<file path="src/rtl/ccap_pkg.sv">
package ccap_pkg;
  localparam int DATA_W = 32;
  localparam int ADDR_W = 6;

  localparam logic [ADDR_W-1:0] ADR_START = 6'h00;
  localparam logic [ADDR_W-1:0] ADR_STOP  = 6'h01;
  localparam logic [ADDR_W-1:0] ADR_COUNT = 6'h02;
  localparam logic [ADDR_W-1:0] ADR_CLEAR = 6'h03;
  localparam logic [ADDR_W-1:0] ADR_SHUT  = 6'h04;
  localparam logic [ADDR_W-1:0] ADR_CAP0  = 6'h08;
  localparam logic [ADDR_W-1:0] ADR_EV0   = 6'h10;
  localparam logic [ADDR_W-1:0] ADR_SHORT = 6'h20;
  localparam logic [ADDR_W-1:0] ADR_IESET = 6'h21;
  localparam logic [ADDR_W-1:0] ADR_IECLR = 6'h22;
  localparam logic [ADDR_W-1:0] ADR_MODE  = 6'h23;
  localparam logic [ADDR_W-1:0] ADR_WIDTH = 6'h24;
  localparam logic [ADDR_W-1:0] ADR_PSC   = 6'h25;
  localparam logic [ADDR_W-1:0] ADR_CMP0  = 6'h28;

  localparam int STOP_SC_LSB = 8;
  localparam int IEN_LSB     = 16;

  typedef enum logic {MODE_TIMER = 1'b0, MODE_COUNTER = 1'b1} tmode_e;

  // Width code to wrap mask; the codes are not in size order.
  function automatic logic [DATA_W-1:0] width_mask(input logic [1:0] code);
    logic [DATA_W-1:0] m;
    case (code)
      2'd0:    m = 32'h0000_FFFF;
      2'd1:    m = 32'h0000_00FF;
      2'd2:    m = 32'h00FF_FFFF;
      default: m = 32'hFFFF_FFFF;
    endcase
    return m;
  endfunction
endpackage

</file>
<file path="src/rtl/ccap_prescaler.sv">
module ccap_prescaler #(
  parameter int PSC_W = 4,
  parameter int DIV_W = 16
) (
  input  logic             clk,
  input  logic             rst_n,
  input  logic             run,
  input  logic             restart,
  input  logic [PSC_W-1:0] psc,
  output logic             tick
);
  logic [DIV_W-1:0] div_q, div_d, sel_mask;

  always_comb begin
    sel_mask = (DIV_W'(1) << psc) - DIV_W'(1);
    tick     = run && ((div_q & sel_mask) == sel_mask);
    if (!run || restart) div_d = '0;
    else                 div_d = div_q + DIV_W'(1);
  end

  always_ff @(posedge clk or negedge rst_n) begin
    if (!rst_n) div_q <= '0;
    else        div_q <= div_d;
  end

  // with a divider above 1, two ticks never come back to back
  a_r3_tick_spacing: assert property (@(posedge clk) disable iff (!rst_n)
    (tick && psc != '0) |=> (!tick || psc != $past(psc)));
endmodule

</file>
<file path="src/rtl/ccap_counter.sv">
module ccap_counter #(
  parameter int CNT_W = 32,
  parameter int NCH   = 4
) (
  input  logic                      clk,
  input  logic                      rst_n,
  input  logic                      inc,
  input  logic                      clr,
  input  logic [CNT_W-1:0]          wmask,
  input  logic [NCH-1:0][CNT_W-1:0] cmp,
  input  logic [NCH-1:0]            short_clr,
  output logic [CNT_W-1:0]          cnt,
  output logic [NCH-1:0]            match
);
  logic [CNT_W-1:0] nxt, cnt_d;
  logic             cnt_en;

  always_comb begin
    nxt = (cnt + CNT_W'(1)) & wmask;
    for (int i = 0; i < NCH; i++)
      match[i] = inc && !clr && (nxt == cmp[i]);
    cnt_en = inc || clr;
    if (clr)                        cnt_d = '0;
    else if (|(match & short_clr))  cnt_d = '0;
    else                            cnt_d = nxt;
  end

  always_ff @(posedge clk or negedge rst_n) begin
    if (!rst_n)      cnt <= '0;
    else if (cnt_en) cnt <= cnt_d;
  end

  a_r12_clear_wins: assert property (@(posedge clk) disable iff (!rst_n)
    clr |=> cnt == '0);
  a_r9_short_zero: assert property (@(posedge clk) disable iff (!rst_n)
    (|(match & short_clr)) |=> cnt == '0);
  a_r5_wrap_range: assert property (@(posedge clk) disable iff (!rst_n)
    inc |=> (cnt & ~$past(wmask)) == '0);
endmodule

</file>
<file path="src/rtl/ccap_channel.sv">
module ccap_channel #(
  parameter int CNT_W = 32
) (
  input  logic             clk,
  input  logic             rst_n,
  input  logic             cmp_wr,
  input  logic [CNT_W-1:0] wdata,
  input  logic [CNT_W-1:0] wmask,
  input  logic             cap,
  input  logic [CNT_W-1:0] cnt,
  input  logic             match,
  input  logic             ev_clr,
  output logic [CNT_W-1:0] cmp,
  output logic             ev
);
  logic [CNT_W-1:0] cmp_d;
  logic             cmp_en, ev_d;

  always_comb begin
    cmp_en = cmp_wr || cap;
    cmp_d  = cap ? cnt : (wdata & wmask);
    if (match)       ev_d = 1'b1;
    else if (ev_clr) ev_d = 1'b0;
    else             ev_d = ev;
  end

  always_ff @(posedge clk or negedge rst_n) begin
    if (!rst_n) begin
      cmp <= '0;
      ev  <= 1'b0;
    end else begin
      if (cmp_en) cmp <= cmp_d;
      ev <= ev_d;
    end
  end

  a_r8_event_sticky: assert property (@(posedge clk) disable iff (!rst_n)
    (ev && !ev_clr) |=> ev);
  a_r6_cmp_in_range: assert property (@(posedge clk) disable iff (!rst_n)
    cmp_wr |=> (cmp & ~$past(wmask)) == '0);
  a_r7_capture_copy: assert property (@(posedge clk) disable iff (!rst_n)
    cap |=> cmp == $past(cnt));
endmodule

</file>
<file path="src/rtl/ccap_timer.sv">
module ccap_timer
  import ccap_pkg::*;
#(
  parameter int NCH   = 4,
  parameter int PSC_W = 4,
  parameter int DIV_W = 16
) (
  input  logic              clk,
  input  logic              rst_n,
  input  logic              reg_wr,
  input  logic [ADDR_W-1:0] reg_addr,
  input  logic [DATA_W-1:0] reg_wdata,
  output logic [DATA_W-1:0] reg_rdata,
  output logic              irq
);
  localparam int CNT_W = DATA_W;

  logic trig;
  logic start_t, stop_t, count_t, clr_t, shut_t;
  logic [NCH-1:0] cap_t, ev_clr, cmp_wr, match, ev;
  logic [NCH-1:0][CNT_W-1:0] cmp;
  logic [CNT_W-1:0] cnt, wmask;
  logic tick, inc, run_gate;

  tmode_e         mode_q, mode_d;
  logic [1:0]     wsel_q, wsel_d;
  logic [PSC_W-1:0] psc_q, psc_d;
  logic [NCH-1:0] sc_clr_q, sc_clr_d, sc_stop_q, sc_stop_d, ien_q, ien_d;
  logic           run_q, run_d;
  logic           mode_en, wsel_en, psc_en, sc_en, ien_en;

  // Task and write decode
  always_comb begin
    trig    = (reg_wdata == DATA_W'(1));
    start_t = reg_wr && trig && reg_addr == ADR_START;
    stop_t  = reg_wr && trig && reg_addr == ADR_STOP;
    count_t = reg_wr && trig && reg_addr == ADR_COUNT;
    clr_t   = reg_wr && trig && reg_addr == ADR_CLEAR;
    shut_t  = reg_wr && trig && reg_addr == ADR_SHUT;
    mode_en = reg_wr && reg_addr == ADR_MODE;
    wsel_en = reg_wr && reg_addr == ADR_WIDTH;
    psc_en  = reg_wr && reg_addr == ADR_PSC;
    sc_en   = reg_wr && reg_addr == ADR_SHORT;
    ien_en  = reg_wr && (reg_addr == ADR_IESET || reg_addr == ADR_IECLR);
  end

  // Control register next state
  always_comb begin
    mode_d    = tmode_e'(reg_wdata[0]);
    wsel_d    = reg_wdata[1:0];
    psc_d     = reg_wdata[PSC_W-1:0];
    sc_clr_d  = reg_wdata[NCH-1:0];
    sc_stop_d = reg_wdata[STOP_SC_LSB +: NCH];
    if (reg_addr == ADR_IESET) ien_d = ien_q | reg_wdata[IEN_LSB +: NCH];
    else                       ien_d = ien_q & ~reg_wdata[IEN_LSB +: NCH];
    if (start_t && mode_q == MODE_TIMER)                 run_d = 1'b1;
    else if (stop_t || shut_t || (|(match & sc_stop_q))) run_d = 1'b0;
    else                                                 run_d = run_q;
  end

  always_ff @(posedge clk or negedge rst_n) begin
    if (!rst_n) begin
      mode_q    <= MODE_TIMER;
      wsel_q    <= '0;
      psc_q     <= '0;
      sc_clr_q  <= '0;
      sc_stop_q <= '0;
      ien_q     <= '0;
      run_q     <= 1'b0;
    end else begin
      if (mode_en) mode_q <= mode_d;
      if (wsel_en) wsel_q <= wsel_d;
      if (psc_en)  psc_q  <= psc_d;
      if (sc_en) begin
        sc_clr_q  <= sc_clr_d;
        sc_stop_q <= sc_stop_d;
      end
      if (ien_en)  ien_q  <= ien_d;
      run_q <= run_d;
    end
  end

  always_comb begin
    wmask    = width_mask(wsel_q);
    run_gate = run_q && mode_q == MODE_TIMER;
    inc      = (run_gate && tick) || (mode_q == MODE_COUNTER && count_t);
    irq      = |(ev & ien_q);
  end

  ccap_prescaler #(.PSC_W(PSC_W), .DIV_W(DIV_W)) u_psc (
    .clk(clk), .rst_n(rst_n), .run(run_gate), .restart(clr_t),
    .psc(psc_q), .tick(tick)
  );

  ccap_counter #(.CNT_W(CNT_W), .NCH(NCH)) u_cnt (
    .clk(clk), .rst_n(rst_n), .inc(inc), .clr(clr_t), .wmask(wmask),
    .cmp(cmp), .short_clr(sc_clr_q), .cnt(cnt), .match(match)
  );

  for (genvar i = 0; i < NCH; i++) begin : g_ch
    assign cap_t[i]  = reg_wr && trig && reg_addr == ADR_CAP0 + ADDR_W'(i);
    assign ev_clr[i] = reg_wr && reg_wdata == '0 && reg_addr == ADR_EV0 + ADDR_W'(i);
    assign cmp_wr[i] = reg_wr && reg_addr == ADR_CMP0 + ADDR_W'(i);

    ccap_channel #(.CNT_W(CNT_W)) u_ch (
      .clk(clk), .rst_n(rst_n), .cmp_wr(cmp_wr[i]), .wdata(reg_wdata),
      .wmask(wmask), .cap(cap_t[i]), .cnt(cnt), .match(match[i]),
      .ev_clr(ev_clr[i]), .cmp(cmp[i]), .ev(ev[i])
    );
  end

  // Read mux
  always_comb begin
    reg_rdata = '0;
    case (reg_addr)
      ADR_SHORT: begin
        reg_rdata[NCH-1:0]             = sc_clr_q;
        reg_rdata[STOP_SC_LSB +: NCH]  = sc_stop_q;
      end
      ADR_IESET, ADR_IECLR: reg_rdata[IEN_LSB +: NCH] = ien_q;
      ADR_MODE:  reg_rdata[0]       = mode_q;
      ADR_WIDTH: reg_rdata[1:0]     = wsel_q;
      ADR_PSC:   reg_rdata[PSC_W-1:0] = psc_q;
      default: begin
        for (int i = 0; i < NCH; i++) begin
          if (reg_addr == ADR_EV0 + ADDR_W'(i))  reg_rdata = DATA_W'(ev[i]);
          if (reg_addr == ADR_CMP0 + ADDR_W'(i)) reg_rdata = cmp[i];
        end
      end
    endcase
  end

  a_r10_stop_short: assert property (@(posedge clk) disable iff (!rst_n)
    ((|(match & sc_stop_q)) && !start_t) |=> !run_q);
  a_r3_halted_holds: assert property (@(posedge clk) disable iff (!rst_n)
    (!run_q && mode_q == MODE_TIMER && !clr_t) |=> cnt == $past(cnt));
  a_r4_count_step: assert property (@(posedge clk) disable iff (!rst_n)
    (mode_q == MODE_COUNTER && count_t && !(|(match & sc_clr_q)))
      |=> cnt == (($past(cnt) + 1) & $past(wmask)));
endmodule

</file>
<file path="config.mk">
export PLATFORM = sky130hd
export DESIGN_NAME = ccap_timer
export DESIGN_NICKNAME = d
export VERILOG_FILES = /design/src/rtl/ccap_pkg.sv /design/src/rtl/ccap_prescaler.sv /design/src/rtl/ccap_counter.sv /design/src/rtl/ccap_channel.sv /design/src/rtl/ccap_timer.sv
export SDC_FILE = /design/constraint.sdc
export NUM_CORES = 1
export LEC_CHECK = 0
export BUFFER_PORTS_ARGS = -buffer_cell sky130_fd_sc_hd__buf_2
export CAP_MARGIN = 20
export CORE_UTILIZATION = 35
export DETAILED_ROUTE_END_ITERATION = 16
export PLACE_DENSITY = 0.62
export SYNTH_ARGS = -nofsm -noshare
export SYNTH_HDL_FRONTEND = slang
export SYNTH_SLANG_ARGS = --single-unit
</file>
<file path="constraint.sdc">
create_clock -name clk -period 5.6 [get_ports clk]
set_input_delay 0.56 -clock clk [delete_from_list [all_inputs] [get_ports clk]]
set_output_delay 0.56 -clock clk [all_outputs]
set_load 0.02 [all_outputs]
</file>
# After elaboration in Yosys (flattened, before gate mapping)

Index checks and enable logic that the tools add are counted.

Output and inout bits: 33
Logic and storage cells: 159
Register bits: 200
Input bits: 41

Multiplexer cells: 35
Reduce and logical (&&, ||, !) cells: 63
Bitwise operators: 10
Shifts and indexed selects: 1
Equality and inequality tests: 30
Add/sub/neg operators: 3

Operators with widths:

| operator                                                             | number |
|---|---|
| 32-bit two-way mux                                                   | 13 |
| 32-bit == test                                                       | 4 |
| 32-bit one-hot mux with 3 select lines                               | 1 |
| 32-bit AND                                                           | 2 |
| 6-bit == test, second input constant                                 | 10 |
| 1-bit logical AND                                                    | 34 |
| 32-bit by 1-bit adder with 32-bit output, second input constant      | 1 |
| 32-bit by 1-bit == test with 1-bit output, second input constant     | 1 |
| 32-bit logical NOT                                                   | 1 |
| 6-bit by 4-bit == test with 1-bit output, second input constant      | 4 |
| 6-bit by 5-bit == test with 1-bit output, second input constant      | 4 |
| 4-bit OR reduction                                                   | 5 |
| 16-bit by 1-bit adder with 16-bit output, second input constant      | 1 |
| 16-bit AND                                                           | 1 |
| 4-bit AND                                                            | 4 |
| 16-bit == test                                                       | 1 |
| 16-bit two-way mux                                                   | 1 |
| 4-bit one-hot mux with 2 select lines                                | 2 |
| 1-bit by 4-bit left shift with 16-bit output, first input constant   | 1 |
| 16-bit by 2-bit subtractor with 16-bit output, second input constant | 1 |
| 6-bit by 2-bit == test with 1-bit output, second input constant      | 2 |
| 12-bit two-way mux                                                   | 1 |
| 4-bit two-way mux                                                    | 3 |
| 1-bit two-way mux                                                    | 11 |
| other kinds (19)                                                     | 33 |

# Depth between registers and ports, before layout

Depth after elaboration: 14
Depth in mapped cells: 17
Mapped depth without buffers: 14

# Hierarchy

Synthesis repeated with hierarchy kept, for this count alone.

Cell total of the unflattened synthesis: 1633
Area total of the unflattened synthesis: 14408.8 um^2

Modules (own cells, without submodules):

| module         | cells each | sequential area each (um^2) | area an instance (um^2) | times used |
|---|---|---|---|---|
| ccap_channel   | 177        | 825.8                       | 1707.9                  | 4 |
| ccap_counter   | 563        | 800.8                       | 4364.2                  | 1 |
| ccap_timer     | 252        | 500.5                       | 2239.6                  | 1 |
| ccap_prescaler | 110        | 375.4                       | 973.4                   | 1 |

# Worst setup path after synthesis

No wires, ideal clock.

Kind: reg-to-reg
Start: register psc_q[1]
End: register u_cnt.cnt[26]
Setup slack: 1.451 ns
Cell stages (with the launch flop): 15
Required time: 5.479 ns
Clock period less this slack: 4.149 ns
Library setup time: 0.121 ns
Buffers on the path: 3
Data arrival time: 4.028 ns
Cell sequence: dfrtp_1 -> clkbuf_1 -> or4_1 -> ha_1 -> clkbuf_1 -> a21oi_1 -> o32ai_1 -> or3_1 -> o32a_1 -> or2_2 -> or4_4 -> nor4_4 -> a211oi_2 -> buf_2 -> a22o_1

Cells in the longest elaborated chain, start to end: 13
Elaborated cells on any way between the ends: 17
Those cells by class: 1 x add/sub; 1 x eq/ne; 1 x shift; 2 x mux; 2 x bitwise; 10 x reduce/logical

Ends and longest elaborated chain:

| item                                              | RTL line             | RTL |
|---|---|---|
| start: declaration                                | ccap_timer.sv:27     | `logic [PSC_W-1:0] psc_q, psc_d;` |
| start signal: assignment                          | ccap_timer.sv:73     | `if (psc_en) psc_q <= psc_d;` |
| 1-bit by 4-bit left shift with 16-bit output (*)  | ccap_prescaler.sv:15 | `sel_mask = (DIV_W'(1) << psc) - DIV_W'(1);` |
| 16-bit by 2-bit subtractor with 16-bit output (*) | ccap_prescaler.sv:15 |  |
| 16-bit AND                                        | ccap_prescaler.sv:16 | `tick = run && ((div_q & sel_mask) == sel_mask);` |
| 16-bit == test (*)                                | ccap_prescaler.sv:16 |  |
| 1-bit logical AND (*)                             | ccap_prescaler.sv:16 |  |
| 1-bit logical AND (*)                             | ccap_timer.sv:86     | `inc = (run_gate && tick) \|\| (mode_q == MODE_COUNTER && count_t);` |
| 1-bit logical OR (*)                              | ccap_timer.sv:86     |  |
| 1-bit logical AND (2 in a row)                    | ccap_counter.sv:21   | `match[i] = inc && !clr && (nxt == cmp[i]);` |
| 4-bit AND                                         | ccap_counter.sv:24   | `else if (\|(match & short_clr)) cnt_d = '0;` |
| 4-bit OR reduction                                | ccap_counter.sv:24   |  |
| 32-bit two-way mux                                | ccap_counter.sv:24   |  |
| 32-bit two-way mux                                | ccap_counter.sv:23   | `if (clr) cnt_d = '0;` |
| end signal: assignment                            | ccap_counter.sv:30   | `else if (cnt_en) cnt <= cnt_d;` |
| end: declaration                                  | ccap_counter.sv:12   | `output logic [CNT_W-1:0] cnt,` |

Mark *: on every way between the ends. The rest lies on a longest branch, timed or not.
A chain may end at the register's enable or synchronous reset.

# Worst setup path after layout

Start: register u_cnt.cnt[0]
End: register run_q

Cells in the longest elaborated chain, start to end: 8
Elaborated cells on any way between the ends: 14
Those cells by class: 1 x add/sub; 4 x eq/ne; 2 x bitwise; 7 x reduce/logical

Ends and longest elaborated chain:

| item                                         | RTL line           | RTL |
|---|---|---|
| 32-bit by 1-bit adder with 32-bit output (*) | ccap_counter.sv:19 | `nxt = (cnt + CNT_W'(1)) & wmask;` |
| 32-bit AND (*)                               | ccap_counter.sv:19 |  |
| 32-bit == test                               | ccap_counter.sv:21 |  |
| 1-bit logical AND                            | ccap_counter.sv:21 |  |
| 4-bit AND (*)                                | ccap_timer.sv:57   | `else if (stop_t \|\| shut_t \|\| (\|(match & sc_stop_q))) run_d = 1'b0;` |
| 4-bit OR reduction (*)                       | ccap_timer.sv:57   |  |
| 1-bit logical OR (*)                         | ccap_timer.sv:57   |  |
| 2-bit nonzero test (no line) (*)             | --                 |  |
| end signal: assignment                       | ccap_timer.sv:79   | `run_q <= run_d;` |
| end: declaration                             | ccap_timer.sv:29   | `logic run_q, run_d;` |

Marks and branches as above.

==> flow_summary_export.csv <==
group,metric,value,unit
synthesis,synthFlopType,"dfrtp_1",
routing,vias,14710,
finish,nFillCells,4111,
setup_path,worstSetupPathType,"reg2reg",
sta,setup-tns-final,0,ps
synthesis,synth_seq_cells,199,
finish,final_core_util,39.67,%
power,leakagePower,0.006445,uW
placed_design,place_worst_setup_slack,434.3,ps
power,clockPowerShare,39.1,%
sta,max_freq,183.4,MHz
synthesis,async_flop_share,100.0,%
finish,syn_to_final_growth,10.92,%
floorplanning,pin_count,74,
routing,drt-initial-drc-count,1826,
setup_path,critPathArrivalTime,5820,ps
job,maxCapViolations,0,
finish,drive_gt1_share,12.18,%
sta,slew_violations,0,
synthesis,synth_top_area_share,34.81,%
floorplanning,core,40010,um2
sta,fin_crit_sh,97.36,%
sta,final-setup-viol-count,0,
setup_path,start_kind,"flip-flop",
global_routing,grt_overflow,0,
status,status,"finished, final reports clean",
hold_path,worstHoldPathType,"in2async",
synthesis,yosysSeqAreaShare,34.81,%
power,p_int,2494,uW
synthesis,synth-edff-count,0,
synthesis,synth_nets,1827,
clock_network,path_clk_slew,80,ps
power,swShare,31.07,%
power,ir_worst_vdd,0.0001926,V
sta,rsz0062_at_grt,"no",
clock_network,clockBufferDepth,2,
sta,setup_ws,148.1,ps
synthesis,syn_area,14310,um2
global_routing,grt_pass1_wl,91000,um
global_routing,grt_max_degree,125,
clock_network,post_cts_buffers,0,
finish,stdcell_count,2316,
setup_path,cp-end-kind,"flip-flop",
synthesis,ys_warn_count,0,
synthesis,synth_area_leaders,"dfrtp_1 35%, nand2_1 6.9%, nor2_1 4.7%",
power,p_per_area,228.0,nW/um2
routing,drt-total-wl,60810,um
floorplanning,start_util,35.76,%
floorplanning,die-area,41690,um2
placed_design,dp_cells,2282,
global_routing,antenna_found_initial,2,
clock_network,cts_sinks,199,
clock_network,h-tree-depth,4,
setup_path,r2r_cells,12,
placed_design,portBuffers,73,
sta,tightest_slew,1225,ps
setup_path,timing.rr.start,"u_cnt.cnt[0]",
floorplanning,die_w,204.2,um
global_routing,first_global_vias,13819,
routing,wl_per_cell,26.25,um
clock_network,insertion_delay,480,ps
clock_network,cts_tree,"built",
synthesis,netlist-cell-type-count,89,
setup_path,critPathMaxFanout,13,
routing,via_per_inst,6.351,
sta,relSlewSlack,17.23,%
floorplanning,die_h,204.2,um
sta,fin_crit,5452,ps
floorplanning,core.rowCount,73,
setup_path,cp.required,5960,ps
clock_network,cts_buffers,17,
power,total_power,3618,uW
clock_network,cts_resized,0,
clock_network,hold_buffers,0,
routing,drt_pass1_iterations,8,
clock_network,root_buffer,"clkbuf_16",
placed_design,place_congestion,1.055,
finish,nets,1821,
placed_design,dp_hpwl,44800,um
power,p_comb_share,14.8,%
sta,skew,17.78,ps
routing,drc,0,
setup_path,cp-startpoint,"u_cnt.cnt[0]",
synthesis,syn_inst,1783,
synthesis,avgSynthCellArea,8.024,um2
power,seqPwrFrac,46.1,%
sta,final_hold_viol_count,0,
global_routing,grt_usage,29.41,%
routing,drtAntennaViolNets,0,
power,p_sw,1124,uW
synthesis,yosys.area.top_type,"dfrtp_1",
critical path, cell delays in order, from the launching register on:
cell       delay (ps)
dfrtp_1           650
ha_1              560
and4_1            410
nand3_1           490
nor3_1            380
o21ai_0           220
a2111oi_0         590
nand4_1           160
or4b_1            520
nor4b_1           870
a221o_1           280
a221o_1           120
o31ai_1            60
Yosys cell counts (all sizes together) (33+ instances only):
| cell type | count |
|---|---|
| nor3 | 35 |
| xor2 | 43 |
| xnor2 | 56 |
| nand3 | 53 |
| buf | 35 |
| nand4 | 35 |
| nor2 | 181 |
| a22oi | 60 |
| nand2 | 264 |
| nor4 | 33 |
| a21oi | 119 |
| clkbuf | 115 |
| o21ai | 119 |
| dfrtp | 199 |
stage by stage:
stage / cell area [um2] / hold WS (ps)
after floorplan: 14310 / 264.4
after global placement: 15200 / 507.9
after detailed placement: 15200 / 517.2
after CTS: 15850 / 125.4
after global routing: 15870 / 141.6
final: 15870 / 99.41
worst paths after layout:
kind / end / slack (ps)
max: run_q / 150
min: g_ch[1].u_ch.cmp[2] / 100
max reg2reg: run_q / 150
min reg2reg: u_psc.div_q[0] / 530
max in group asynchronous: g_ch[1].u_ch.cmp[15] / 4350
min in group clk: sc_stop_q[0] / 350
power groups by stage:
| stage | sequential, uW | clock, uW | combinational (uW) |
|---|---|---|---|
| after CTS | 1660 | 1430 | 521 |
| after global routing | 1670 | 1480 | 575 |
| after global placement | 1690 | 0 | 515 |
| final | 1670 | 1420 | 534 |
| after detailed placement | 1690 | 0 | 517 |
| after floorplan | 1610 | 0 | 338 |
routing by layer:
metal  up-vias  track usage, %  share of wire, %
met2       834           44.43                44
met3       162           6.393               9.7
met1      7184           39.84                42
met5         -               0                 0
met4         0           13.75               4.6
li1       6530               -                 -
layout make-up:
type                            count  area, um2  area share [%]
Timing Repair Buffer              125      802.0           5.054
Clock buffer                       19      452.9           2.854
Antenna cell                        1      2.502         0.01577
Inverter                           24      90.09          0.5676
Multi-Input combinational cell   1410       8695           54.79
Tap cell                          525      656.9           4.139
Clock inverter                     13      191.4           1.206
Sequential cell                   199       4980           31.38
cells by family after synthesis:
group,after synthesis,share of synthesized area [%]
AO/OA/AOI/OAI,505,24.09
XOR/XNOR,102,6.533
adder cells (fa/ha/maj),3,0.2624
buffers and inverters,174,4.976
flip-flops,199,34.81
multiplexers,40,3.314
AND/OR/NAND/NOR,760,26.02
flip-flops by register name, indices dropped and copies added, names as in the netlist, named ones only:
signal / flops
sc_clr_q: 4
mode_q: 1
u_cnt.cnt: 32
wsel_q: 2
u_psc.div_q: 15
sc_stop_q: 4
psc_q: 4
run_q: 1
g_ch.u_ch.ev: 4
g_ch.u_ch.cmp: 128
layout by cell type (no fill, tap or decap), types with 19 or more instances in the layout:
cell,instances
nand2_1,261
nand2b_1,24
nand4_1,32
xor2_1,43
a211oi_1,20
nor3_1,33
a32oi_1,24
nor2_1,175
nand3_1,53
a21oi_1,116
dfrtp_1,199
a221o_1,27
nor2b_1,21
buf_2,72
xnor2_1,56
a22oi_1,60
buf_4,49
nor4_1,30
o21ai_0,109
inv_1,23
mux2_2,19
Power figures use the tool's default switching activity.
